$ cat src/rtl/panel_init_pkg.sv
package panel_init_pkg;

  localparam int TBL_LEN = 12;
  localparam logic [7:0] CTRL_ADDR = 8'h02;
  localparam logic [7:0] CTRL_SLEEP = 8'h01;
  localparam logic [7:0] CTRL_WAKE = 8'h00;

  // strobes from control to the frame shifter
  typedef struct packed {
    logic        load;
    logic [31:0] frame;
  } ctl_strobe_t;

  // two tagged halves: address half tagged 0x00, data half tagged 0x01
  function automatic logic [31:0] packFrame(input logic [7:0] addr, input logic [7:0] data);
    return {8'h00, addr, 8'h01, data};
  endfunction

  // returns {address, data}; the last entry is the display-on write
  function automatic logic [15:0] tblEntry(input int unsigned i);
    case (i)
      0:       return {8'h03, 8'h01};
      1:       return {8'h00, 8'h00};
      2:       return {8'h01, 8'h01};
      3:       return {8'h04, 8'h00};
      4:       return {8'h05, 8'h14};
      5:       return {8'h06, 8'h24};
      6:       return {8'h10, 8'hD7};
      7:       return {8'h13, 8'h55};
      8:       return {8'h20, 8'h2F};
      9:       return {8'h50, 8'h0C};
      10:      return {8'h79, 8'h30};
      default: return {CTRL_ADDR, CTRL_WAKE};
    endcase
  endfunction

  function automatic logic [31:0] tblFrame(input int unsigned i);
    logic [15:0] e;
    e = tblEntry(i);
    return packFrame(e[15:8], e[7:0]);
  endfunction

endpackage

$ cat src/rtl/spi_frame_tx.sv
module spi_frame_tx
  import panel_init_pkg::*;
#(
  parameter int SCLK_HALF = 2
) (
  input  logic        clk,
  input  logic        rstN,
  input  ctl_strobe_t strobe,
  output logic        frameDone,
  output logic        sclk,
  output logic        csN,
  output logic        mosi
);
  localparam int DIV_W = $clog2(2 * SCLK_HALF + 1);
  localparam logic [DIV_W-1:0] HALF_END = DIV_W'(SCLK_HALF - 1);
  localparam logic [DIV_W-1:0] TAIL_END = DIV_W'(2 * SCLK_HALF - 1);

  logic [31:0]      shiftReg;
  logic [DIV_W-1:0] divCnt;
  logic [5:0]       bitCnt;
  logic             active;
  logic             tail;

  assign mosi = shiftReg[31];

  always_ff @(posedge clk or negedge rstN) begin
    if (!rstN) begin
      shiftReg  <= '0;
      divCnt    <= '0;
      bitCnt    <= '0;
      active    <= 1'b0;
      tail      <= 1'b0;
      sclk      <= 1'b0;
      csN       <= 1'b1;
      frameDone <= 1'b0;
    end else begin
      frameDone <= 1'b0;
      if (!active) begin
        if (strobe.load) begin
          shiftReg <= strobe.frame;
          csN      <= 1'b0;
          active   <= 1'b1;
          divCnt   <= '0;
          bitCnt   <= '0;
          sclk     <= 1'b0;
          tail     <= 1'b0;
        end
      end else if (tail) begin
        if (divCnt == TAIL_END) begin
          active    <= 1'b0;
          tail      <= 1'b0;
          frameDone <= 1'b1;
          divCnt    <= '0;
        end else begin
          divCnt <= divCnt + 1'b1;
        end
      end else if (divCnt == HALF_END) begin
        divCnt <= '0;
        if (!sclk) begin
          sclk <= 1'b1;
        end else begin
          sclk     <= 1'b0;
          shiftReg <= {shiftReg[30:0], 1'b0};
          bitCnt   <= bitCnt + 1'b1;
          if (bitCnt == 6'd31) begin
            tail <= 1'b1;
            csN  <= 1'b1;
          end
        end
      end else begin
        divCnt <= divCnt + 1'b1;
      end
    end
  end
endmodule

$ cat src/rtl/panel_seq_ctl.sv
module panel_seq_ctl
  import panel_init_pkg::*;
#(
  parameter int GAP_CYC  = 2500,
  parameter int HOLD_CYC = 5000000
) (
  input  logic        clk,
  input  logic        rstN,
  input  logic        startReq,
  input  logic        sleepReq,
  input  logic        wakeReq,
  input  logic        frameDone,
  output ctl_strobe_t strobe,
  output logic        busy,
  output logic        done
);
  localparam int MAX_CYC = (GAP_CYC > HOLD_CYC) ? GAP_CYC : HOLD_CYC;
  localparam int CNT_W   = $clog2(MAX_CYC + 1);
  localparam int IDX_W   = $clog2(TBL_LEN);
  localparam logic [IDX_W-1:0] LAST_IDX = IDX_W'(TBL_LEN - 1);
  localparam logic [IDX_W-1:0] PENULT_IDX = IDX_W'(TBL_LEN - 2);
  localparam logic [CNT_W-1:0] GAP_END = CNT_W'(GAP_CYC - 1);
  localparam logic [CNT_W-1:0] HOLD_END = CNT_W'(HOLD_CYC - 1);

  typedef enum logic [1:0] {S_IDLE, S_WAIT, S_GAP, S_HOLD} state_t;
  typedef enum logic [1:0] {K_SLEEP, K_WAKE, K_TABLE} kind_t;

  state_t           state;
  kind_t            kind;
  logic [IDX_W-1:0] idx;
  logic [CNT_W-1:0] cnt;

  assign busy = (state != S_IDLE);

  always_ff @(posedge clk or negedge rstN) begin
    if (!rstN) begin
      state  <= S_IDLE;
      kind   <= K_TABLE;
      idx    <= '0;
      cnt    <= '0;
      strobe <= '0;
      done   <= 1'b0;
    end else begin
      strobe.load <= 1'b0;
      done        <= 1'b0;
      case (state)
        S_IDLE: begin
          if (sleepReq) begin
            strobe <= '{load: 1'b1, frame: packFrame(CTRL_ADDR, CTRL_SLEEP)};
            kind   <= K_SLEEP;
            state  <= S_WAIT;
          end else if (wakeReq) begin
            strobe <= '{load: 1'b1, frame: packFrame(CTRL_ADDR, CTRL_WAKE)};
            kind   <= K_WAKE;
            state  <= S_WAIT;
          end else if (startReq) begin
            strobe <= '{load: 1'b1, frame: tblFrame(0)};
            kind   <= K_TABLE;
            idx    <= '0;
            state  <= S_WAIT;
          end
        end
        S_WAIT: begin
          if (frameDone) begin
            case (kind)
              K_SLEEP: begin
                state <= S_HOLD;
                cnt   <= '0;
              end
              K_WAKE: begin
                kind   <= K_TABLE;
                idx    <= '0;
                strobe <= '{load: 1'b1, frame: tblFrame(0)};
              end
              default: begin
                if (idx == LAST_IDX) begin
                  done  <= 1'b1;
                  state <= S_IDLE;
                end else if (idx == PENULT_IDX) begin
                  state <= S_GAP;
                  cnt   <= '0;
                end else begin
                  idx    <= idx + 1'b1;
                  strobe <= '{load: 1'b1, frame: tblFrame(int'(idx) + 1)};
                end
              end
            endcase
          end
        end
        S_GAP: begin
          if (cnt == GAP_END) begin
            idx    <= LAST_IDX;
            strobe <= '{load: 1'b1, frame: tblFrame(TBL_LEN - 1)};
            state  <= S_WAIT;
          end else begin
            cnt <= cnt + 1'b1;
          end
        end
        default: begin
          if (cnt == HOLD_END) begin
            done  <= 1'b1;
            state <= S_IDLE;
          end else begin
            cnt <= cnt + 1'b1;
          end
        end
      endcase
    end
  end
endmodule

$ cat src/rtl/spi_panel_init.sv
module spi_panel_init
  import panel_init_pkg::*;
#(
  parameter int CLK_HZ    = 125000000,
  parameter int GAP_US    = 20,
  parameter int HOLD_US   = 40000,
  parameter int SCLK_HALF = 2
) (
  input  logic clk,
  input  logic rstN,
  input  logic startReq,
  input  logic sleepReq,
  input  logic wakeReq,
  input  logic panelEnable,
  output logic spiSclk,
  output logic spiCsN,
  output logic spiMosi,
  output logic panelResetRel,
  output logic busy,
  output logic done
);
  localparam int CYC_PER_US = CLK_HZ / 1000000;
  localparam int GAP_CYC    = CYC_PER_US * GAP_US;
  localparam int HOLD_CYC   = CYC_PER_US * HOLD_US;

  ctl_strobe_t strobe;
  logic        frameDone;

  panel_seq_ctl #(
    .GAP_CYC (GAP_CYC),
    .HOLD_CYC(HOLD_CYC)
  ) u_ctl (
    .clk      (clk),
    .rstN     (rstN),
    .startReq (startReq),
    .sleepReq (sleepReq),
    .wakeReq  (wakeReq),
    .frameDone(frameDone),
    .strobe   (strobe),
    .busy     (busy),
    .done     (done)
  );

  spi_frame_tx #(
    .SCLK_HALF(SCLK_HALF)
  ) u_tx (
    .clk      (clk),
    .rstN     (rstN),
    .strobe   (strobe),
    .frameDone(frameDone),
    .sclk     (spiSclk),
    .csN      (spiCsN),
    .mosi     (spiMosi)
  );

  always_ff @(posedge clk or negedge rstN) begin
    if (!rstN) panelResetRel <= 1'b0;
    else       panelResetRel <= panelEnable;
  end
endmodule

$ cat config.mk
export PLATFORM = sky130hd
export DESIGN_NAME = spi_panel_init
export DESIGN_NICKNAME = d
export VERILOG_FILES = /design/src/rtl/panel_init_pkg.sv /design/src/rtl/spi_frame_tx.sv /design/src/rtl/panel_seq_ctl.sv /design/src/rtl/spi_panel_init.sv
export SDC_FILE = /design/constraint.sdc
export NUM_CORES = 1
export LEC_CHECK = 0
export BUFFER_PORTS_ARGS = -buffer_cell sky130_fd_sc_hd__buf_4
export CORE_AREA = 2 2 112 114
export CTS_BUF_LIST = sky130_fd_sc_hd__clkbuf_2
export CTS_CLUSTER_SIZE = 14
export DETAILED_ROUTE_END_ITERATION = 16
export DIE_AREA = 0 0 114 116
export PLACE_DENSITY_LB_ADDON = 0.08
export SYNTH_ARGS = -nofsm -noshare
export SYNTH_HDL_FRONTEND = slang
export SYNTH_SLANG_ARGS = --single-unit
$ cat constraint.sdc
create_clock -name clk -period 2.9 [get_ports clk]
set_clock_uncertainty 0.05 [all_clocks]
set_input_delay 0.145 -clock clk [delete_from_list [all_inputs] [get_ports clk]]
set_output_delay 0.145 -clock clk [all_outputs]
set_load 0.05 [all_outputs]
==> flow_summary_export.csv, run 1 <==
group,metric,value,unit
timing,worstMarginPinSlew,1005,ps
grt,grt.total_usage,0.1873,
clock_network,insertion_delay,580,ps
logic_synthesis,seq_area_frac_synth,0.4576,
grt,grt_max_degree,78,
logic_synthesis,syn_nets,599,
timing,period_minus_slack,2644,ps
detailed_routing,num_vias,4103,
floorplanning,dieArea,13220,sq um
timing,max_freq,378.2,MHz
setup_path,cp-start-kind,"flop",
grt,grt_pass1_vias,3961,
place,gp_congestion,0.8489,
floorplanning,fp-row-count,40,
clock_network,cts_resized,0,
layout,drive_gt1_frac,0.1019,
logic_synthesis,async_reset_ff_frac,1.000,
power_and_ir_drop,intPower,1.734,mW
power_and_ir_drop,p_sw,0.4982,mW
run,drv_cap,0,
timing,hold_violations,0,
power_and_ir_drop,combPwrFrac,0.024,
logic_synthesis,yosysWarnings,0,
logic_synthesis,syn_inst,575,
detailed_routing,vias_per_cell,5.575,
layout,areaGrowthSynthToFinish,8.333,%
logic_synthesis,ys_seq_elements,96,
layout,multi_input_area,2614,sq um
status,status,"finished, final reports clean",
detailed_routing,first_pass_iters,5,
floorplanning,die_y,116,microns
layout,fill_cells,1152,
clock_network,cts_buffer_depth,2,
floorplanning,coreArea,11910,sq um
setup_path,worstPathMaxFanout,7,
layout,fin_nets,608,
place,hpwl,7.738,mm
setup_path,endpoint_kind,"flop",
timing,slew_headroom,0.3303,
power_and_ir_drop,power_frac_clock,0.372,
detailed_routing,wire_per_inst,15.37,microns
logic_synthesis,ys_types,62,
timing,fin_crit_sh,0.9116,
layout,n_antenna_cell,0,
clock_network,clk_root_buffer_cell,"clkbuf_2",
timing,tns,0,ps
clock_network,cts_tree,"built",
detailed_routing,routed_wl,11.31,mm
setup_path,crit_type,"reg -> reg",
clock_network,clk_pin_slew,270,ps
grt,grt-ovfl-total,0,
floorplanning,initial_core_util,0.4412,
logic_synthesis,synth-edff-count,0,
logic_synthesis,syn_area,5255,sq um
power_and_ir_drop,p_leak,2.662,nW
timing,holdWs,144.8,ps
power_and_ir_drop,ir_drop,0.2142,mV
floorplanning,io_pins,12,
power_and_ir_drop,swShare,0.2232,
clock_network,cts_buffers,9,
floorplanning,die_x,114,microns
detailed_routing,drc_errors,0,
detailed_routing,final_antenna_net_count,0,
clock_network,clkSinkCount,96,
power_and_ir_drop,power_density,392.0,nW/um^2
setup_path,cp.required,3360,ps
clock_network,htreeDepth,3,
place,port_buffers,11,
timing,slew_viol_final,0,
clock_network,post-cts-setup-buffers,0,
detailed_routing,drt_iter0_drc,276,
timing,setup_viol,0,
grt,grt_first_pass_wirelength,19.86,mm
timing,rsz0062_at_grt,"false",
logic_synthesis,synth_ff_type,"dfrtp_1",
grt,antenna_found_initial,0,
power_and_ir_drop,p_seq_frac,0.604,
logic_synthesis,syn_avg_cell_area,9.139,sq um
setup_path,arrival,3100,ps
hold_path,min_path_type,"in -> reg",
layout,ff_latch_area,2405,sq um
[cells in the mapped netlist, types with 3 or more instances]
library cell | count | area [sq um]
a211o_1 | 4 | 35.03
a211oi_2 | 3 | 37.54
a21o_1 | 5 | 37.54
a21oi_1 | 20 | 100.1
a22o_1 | 5 | 43.79
a311o_1 | 3 | 30.03
and2_1 | 3 | 18.77
and3_1 | 5 | 31.28
and3b_1 | 3 | 26.28
and4_1 | 3 | 26.28
buf_1 | 4 | 15.01
buf_4 | 4 | 30.03
buf_6 | 3 | 33.78
clkbuf_1 | 25 | 93.84
dfrtp_1 | 94 | 2352
ha_1 | 18 | 225.2
inv_1 | 17 | 63.81
mux2_2 | 4 | 45.04
mux2i_1 | 20 | 200.2
nand2_1 | 113 | 424.2
nand2b_1 | 6 | 37.54
nand3_1 | 40 | 200.2
nand4_1 | 10 | 62.56
nor2_1 | 17 | 63.81
nor2b_1 | 5 | 31.28
nor3_1 | 13 | 65.06
nor3b_1 | 3 | 22.52
nor4_1 | 10 | 62.56
o21ai_0 | 52 | 260.3
o31ai_1 | 10 | 75.07
or2_2 | 3 | 18.77
or3_1 | 3 | 18.77
or4_1 | 4 | 30.03
xor2_1 | 5 | 43.79
[layout by cell type (no fill, tap or decap), drive strengths merged, types with 10 or more instances in the layout]
cell type	instances
nand3	40
o21ai	53
nand4	10
nor2	17
o31ai	10
clkbuf	10
nor3	13
nand2	113
nor4	11
buf	28
mux2i	20
dfrtp	94
a21oi	20
inv	18
ha	18
[kinds of logic (layout without fill, tap and decap cells)]
group / count (synthesis) / in the layout / synth area share
adder cells (fa/ha/maj): 18 / 18 / 0.04286
AO/OA/AOI/OAI: 121 / 121 / 0.1531
buffers and inverters: 53 / 67 / 0.04500
AND/OR/NAND/NOR: 256 / 256 / 0.2426
XOR/XNOR: 6 / 6 / 0.01000
flip-flops: 96 / 96 / 0.4576
multiplexers: 25 / 25 / 0.04881
[per-stage QoR]
step,instance area [sq um],util,setup WS [ps],power (mW),std cells
2_1_floorplan,5255,-,298.2,1.379,575
3_3_place_gp,5477,0.4598,306.0,1.419,714
3_5_place_dp,5477,0.4598,264.8,1.418,714
4_1_cts,5693,0.4779,250.0,2.278,736
5_1_grt,5693,0.4779,93.44,2.330,736
6_report,5693,0.4779,256.2,2.232,736
[worst max-delay path, stage by stage, from the launching register on]
cell and delay, ps:
dfrtp_1 490, or4b_1 570, or2_4 270, o41ai_4 510
o21ai_2 110, a211oi_2 230, mux2_1 360
[state kept, by name, indices dropped and copies added (netlist names)]
signal	flops
u_ctl.cnt	23
u_tx.csN	1
u_ctl.strobe	17
u_ctl.idx	4
u_tx.sclk	1
u_tx.frameDone	1
u_ctl.state	2
u_tx.tail	1
u_ctl.done	1
u_tx.divCnt	3
u_tx.bitCnt	6
panelResetRel	1
u_tx.active	1
u_tx.shiftReg	32
u_ctl.kind	2
[per-layer routing]
layer / track usage / vias to the layer above / part of all wire
met4: 0.06911 / 0 / 0.012
met2: 0.2837 / 65 / 0.45
li1: - / 2064 / -
met5: 0 / - / 0
met3: 0.02615 / 11 / 0.025
met1: 0.2743 / 1963 / 0.51
[timing repair]
action | in CTS | in global routing
hold buffers | 6 | 0
setup endpoints to repair | 0 | 0
endpoints found under the hold margin | 79 | 0
[cell type report]
cell class / count / area share
multi-input cells: 426 / 0.4591
flip-flops and latches: 96 / 0.4224
repair buffers: 34 / 0.04747
well taps: 147 / 0.03231
clock inverters: 6 / 0.01868
inverters: 17 / 0.01121
clock buffers: 10 / 0.008791
[power groups by stage]
stage                     registers [mW]  clock network, mW  logic [mW]
after floorplan                     1.37                  0     0.00839
after global placement              1.37                  0      0.0487
after detailed placement            1.37                  0      0.0485
after CTS                           1.35              0.874      0.0552
after global routing                1.35              0.920      0.0604
final                               1.35              0.831      0.0528
[worst paths after layout]
path,cells after the start,slack (ps),startpoint,endpoint
hold / removal,2,140,panelEnable,panelResetRel$_DFF_PN0_
min in group asynchronous,2,180,rstN,panelResetRel$_DFF_PN0_
max in group asynchronous,3,1840,rstN,u_tx.shiftReg[26]$_DFFE_PN0P_
hold reg to reg,2,440,u_tx.shiftReg[30]$_DFFE_PN0P_,u_tx.shiftReg[31]$_DFFE_PN0P_
setup reg to reg,6,260,u_ctl.cnt[17]$_DFFE_PN0P_,u_ctl.state[0]$_DFFE_PN0P_
setup / recovery,6,260,u_ctl.cnt[17]$_DFFE_PN0P_,u_ctl.state[0]$_DFFE_PN0P_
(Power assumes the default switching activity.)
==> inputs of run 2 (changes only) <==
--- a/config.mk
+++ b/config.mk
@@ -7,10 +7,11 @@
 export LEC_CHECK = 0
 export BUFFER_PORTS_ARGS = -buffer_cell sky130_fd_sc_hd__buf_4
 export CORE_AREA = 2 2 112 114
-export CTS_BUF_LIST = sky130_fd_sc_hd__clkbuf_2
+export CTS_BUF_LIST = sky130_fd_sc_hd__clkbuf_4 sky130_fd_sc_hd__clkbuf_8
 export CTS_CLUSTER_SIZE = 14
 export DETAILED_ROUTE_END_ITERATION = 16
 export DIE_AREA = 0 0 114 116
+export GPL_ROUTABILITY_DRIVEN = 0
 export PLACE_DENSITY_LB_ADDON = 0.08
 export SYNTH_ARGS = -nofsm -noshare
 export SYNTH_HDL_FRONTEND = slang
==> run 2 against run 1 <==
- routed wire length increased by 0.53%
- critical path type unchanged
- setup slack got worse by 28 ps
- flip-flop and latch count is the same
- core utilization grew 0.51 points
- critical path depth is the same
- worst hold slack got worse by 63 ps
- global-route usage is 0.078 points lower
- combinational power decreased by 7.8%
- die area stayed put
- cell area is 1.1% higher
- clock power is 35% higher
==> flow_summary_export.csv, run 2 (synthesis gave the netlist of run 1 again) <==
group,metric,value,unit
hold_path,hold_depth,3,
power_and_ir_drop,power_density,436.3,nW/um^2
clock_network,htreeDepth,3,
detailed_routing,routed_wl,11.37,mm
layout,largest_register_ff_count,32,
grt,grt_first_pass_wirelength,19.84,mm
detailed_routing,first_pass_iters,4,
clock_network,cts_tree,"built",
layout,fin_nets,604,
grt,grt_pass1_vias,3950,
floorplanning,coreArea,11910,sq um
detailed_routing,final_antenna_net_count,0,
layout,n_antenna_cell,0,
timing,slew_headroom,0.3309,
timing,tns,0,ps
clock_network,insertion_delay,370,ps
detailed_routing,num_vias,4101,
timing,worstMarginPinSlew,1004,ps
clock_network,clkSinkCount,96,
clock_network,clk_pin_slew,100,ps
floorplanning,die_x,114,microns
floorplanning,io_pins,12,
power_and_ir_drop,combPwrFrac,0.019,
layout,top_register,"u_tx.shiftReg",
grt,grt_max_degree,78,
floorplanning,fp-row-count,40,
layout,ff_latch_area,2405,sq um
floorplanning,die_y,116,microns
floorplanning,initial_core_util,0.4412,
status,status,"finished, final reports clean",
floorplanning,dieArea,13220,sq um
layout,drive_gt1_frac,0.1060,
timing,hold_violations,0,
setup_path,crit_type,"reg -> reg",
place,port_buffers,11,
power_and_ir_drop,ir_drop,0.2402,mV
layout,areaGrowthSynthToFinish,9.500,%
setup_path,worstPathMaxFanout,7,
power_and_ir_drop,p_seq_frac,0.535,
place,dp_slack,264.8,ps
timing,postLayoutSetupSlackWorst,228.1,ps
layout,multi_input_area,2614,sq um
setup_path,arrival,2890,ps
power_and_ir_drop,p_leak,2.683,nW
power_and_ir_drop,p_sw,0.5241,mW
layout,layout_common_cells,"nand2_1, dfrtp_1, o21ai_0, nand3_1, buf_4",
layout,reg_top3,"u_tx.shiftReg (32), u_ctl.cnt (23), u_ctl.strobe (17)",
power_and_ir_drop,intPower,1.986,mW
setup_path,cp-start-kind,"flop",
timing,slew_viol_final,0,
timing,holdWs,81.57,ps
detailed_routing,wire_per_inst,15.53,microns
hold_path,min_path_type,"in -> reg",
timing,setup_viol,0,
hold_path,min_from,"wakeReq",
clock_network,cts_buffers,9,
setup_path,rr_endpoint,"u_ctl.state[0]$_DFFE_PN0P_",
timing,rsz0062_at_grt,"false",
clock_network,cts_buffer_depth,2,
place,hpwl,7.738,mm
detailed_routing,drt_iter0_drc,242,
power_and_ir_drop,swShare,0.2088,
run,drv_cap,0,
setup_path,r2r_start,"u_ctl.cnt[17]$_DFFE_PN0P_",
layout,final_common_cell,"nand2_1",
hold_path,min_to,"u_ctl.kind[1]$_DFFE_PN1P_",
detailed_routing,vias_per_cell,5.602,
clock_network,clk_root_buffer_cell,"clkbuf_8",
grt,grt.total_usage,0.1865,
setup_path,reg2reg_depth,6,
setup_path,cp.required,3110,ps
grt,grt-ovfl-total,0,
timing,fin_crit_sh,0.9213,
setup_path,rrSetupSlack,230,ps
power_and_ir_drop,power_frac_clock,0.445,
timing,period_minus_slack,2672,ps
layout,fill_cells,1151,
setup_path,endpoint_kind,"flop",
grt,antenna_found_initial,0,
timing,max_freq,374.3,MHz
detailed_routing,drc_errors,0,
-- run 2: changes by cell type in the layout (fill, tap and decap cells not counted) --
cell / previous run / this run
dlygate4sd3_1: 6 / 2
clkbuf_2: 10 / 0
clkbuf_8: 0 / 11
clkbuf_4: 0 / 1
clkinv_1: 2 / 0
-- run 2: how the worst max path moves through the flow --
stage / depth (start not counted) / endpoint / from
3_3_place_gp: 6 / u_ctl.state[0]$_DFFE_PN0P_ / u_ctl.cnt[17]$_DFFE_PN0P_
5_1_grt: 7 / u_ctl.cnt[20]$_DFFE_PN0P_ / u_ctl.cnt[16]$_DFFE_PN0P_
2_1_floorplan: 12 / u_ctl.cnt[13]$_DFFE_PN0P_ / u_ctl.idx[0]$_DFFE_PN0P_
3_5_place_dp: 6 / u_ctl.state[0]$_DFFE_PN0P_ / u_ctl.cnt[17]$_DFFE_PN0P_
6_report: 6 / u_ctl.state[0]$_DFFE_PN0P_ / u_ctl.cnt[17]$_DFFE_PN0P_
4_1_cts: 6 / u_ctl.state[0]$_DFFE_PN0P_ / u_ctl.cnt[17]$_DFFE_PN0P_
-- run 2: metal layers --
metal / global-route usage / wire, microns / vias up
li1: - / - / 2064
met1: 0.2729 / 5850 / 1963
met2: 0.2849 / 5045 / 60
met3: 0.02615 / 279 / 14
met4: 0.06423 / 194 / 0
met5: 0 / 0 / -
-- run 2: area by class of cell --
| type | count | share of cell area |
|---|---|---|
| Sequential cell | 96 | 0.4179 |
| Multi-Input combinational cell | 426 | 0.4542 |
| Clock buffer | 12 | 0.02761 |
| Timing Repair Buffer | 30 | 0.04001 |
| Tap cell | 147 | 0.03196 |
| Clock inverter | 4 | 0.01718 |
| Inverter | 17 | 0.01109 |
-- run 2: worst max-delay path, stage by stage (launching register included) --
cell      delay (ps)
dfrtp_1          450
or4b_1           580
or2_4            270
o41ai_4          520
o21ai_2          110
a211oi_2         230
mux2_1           360
-- run 2: through the flow --
step,total power [mW],cell area (sq um),util,cells
6_report,2.511,5754,0.4831,732
5_1_grt,2.600,5754,0.4831,732
4_1_cts,2.547,5754,0.4831,732
3_5_place_dp,1.418,5477,0.4598,714
3_3_place_gp,1.419,5477,0.4598,714
2_1_floorplan,1.379,5255,-,575
-- run 2: what timing repair did --
item                      4_1_cts  5_1_grt
hold buffers                    2        0
gates resized for setup         0        0
buffers inserted                0        0
hold endpoints to repair       74        0
-- run 2: power groups by stage --
| stage | Sequential (mW) | Clock [mW] | Combinational [mW] |
|---|---|---|---|
| finish | 1.34 | 1.12 | 0.0487 |
| global route | 1.34 | 1.20 | 0.0557 |
| CTS | 1.34 | 1.15 | 0.0510 |
| detailed placement | 1.37 | 0 | 0.0485 |
| global placement | 1.37 | 0 | 0.0487 |
| floorplan | 1.37 | 0 | 0.00839 |
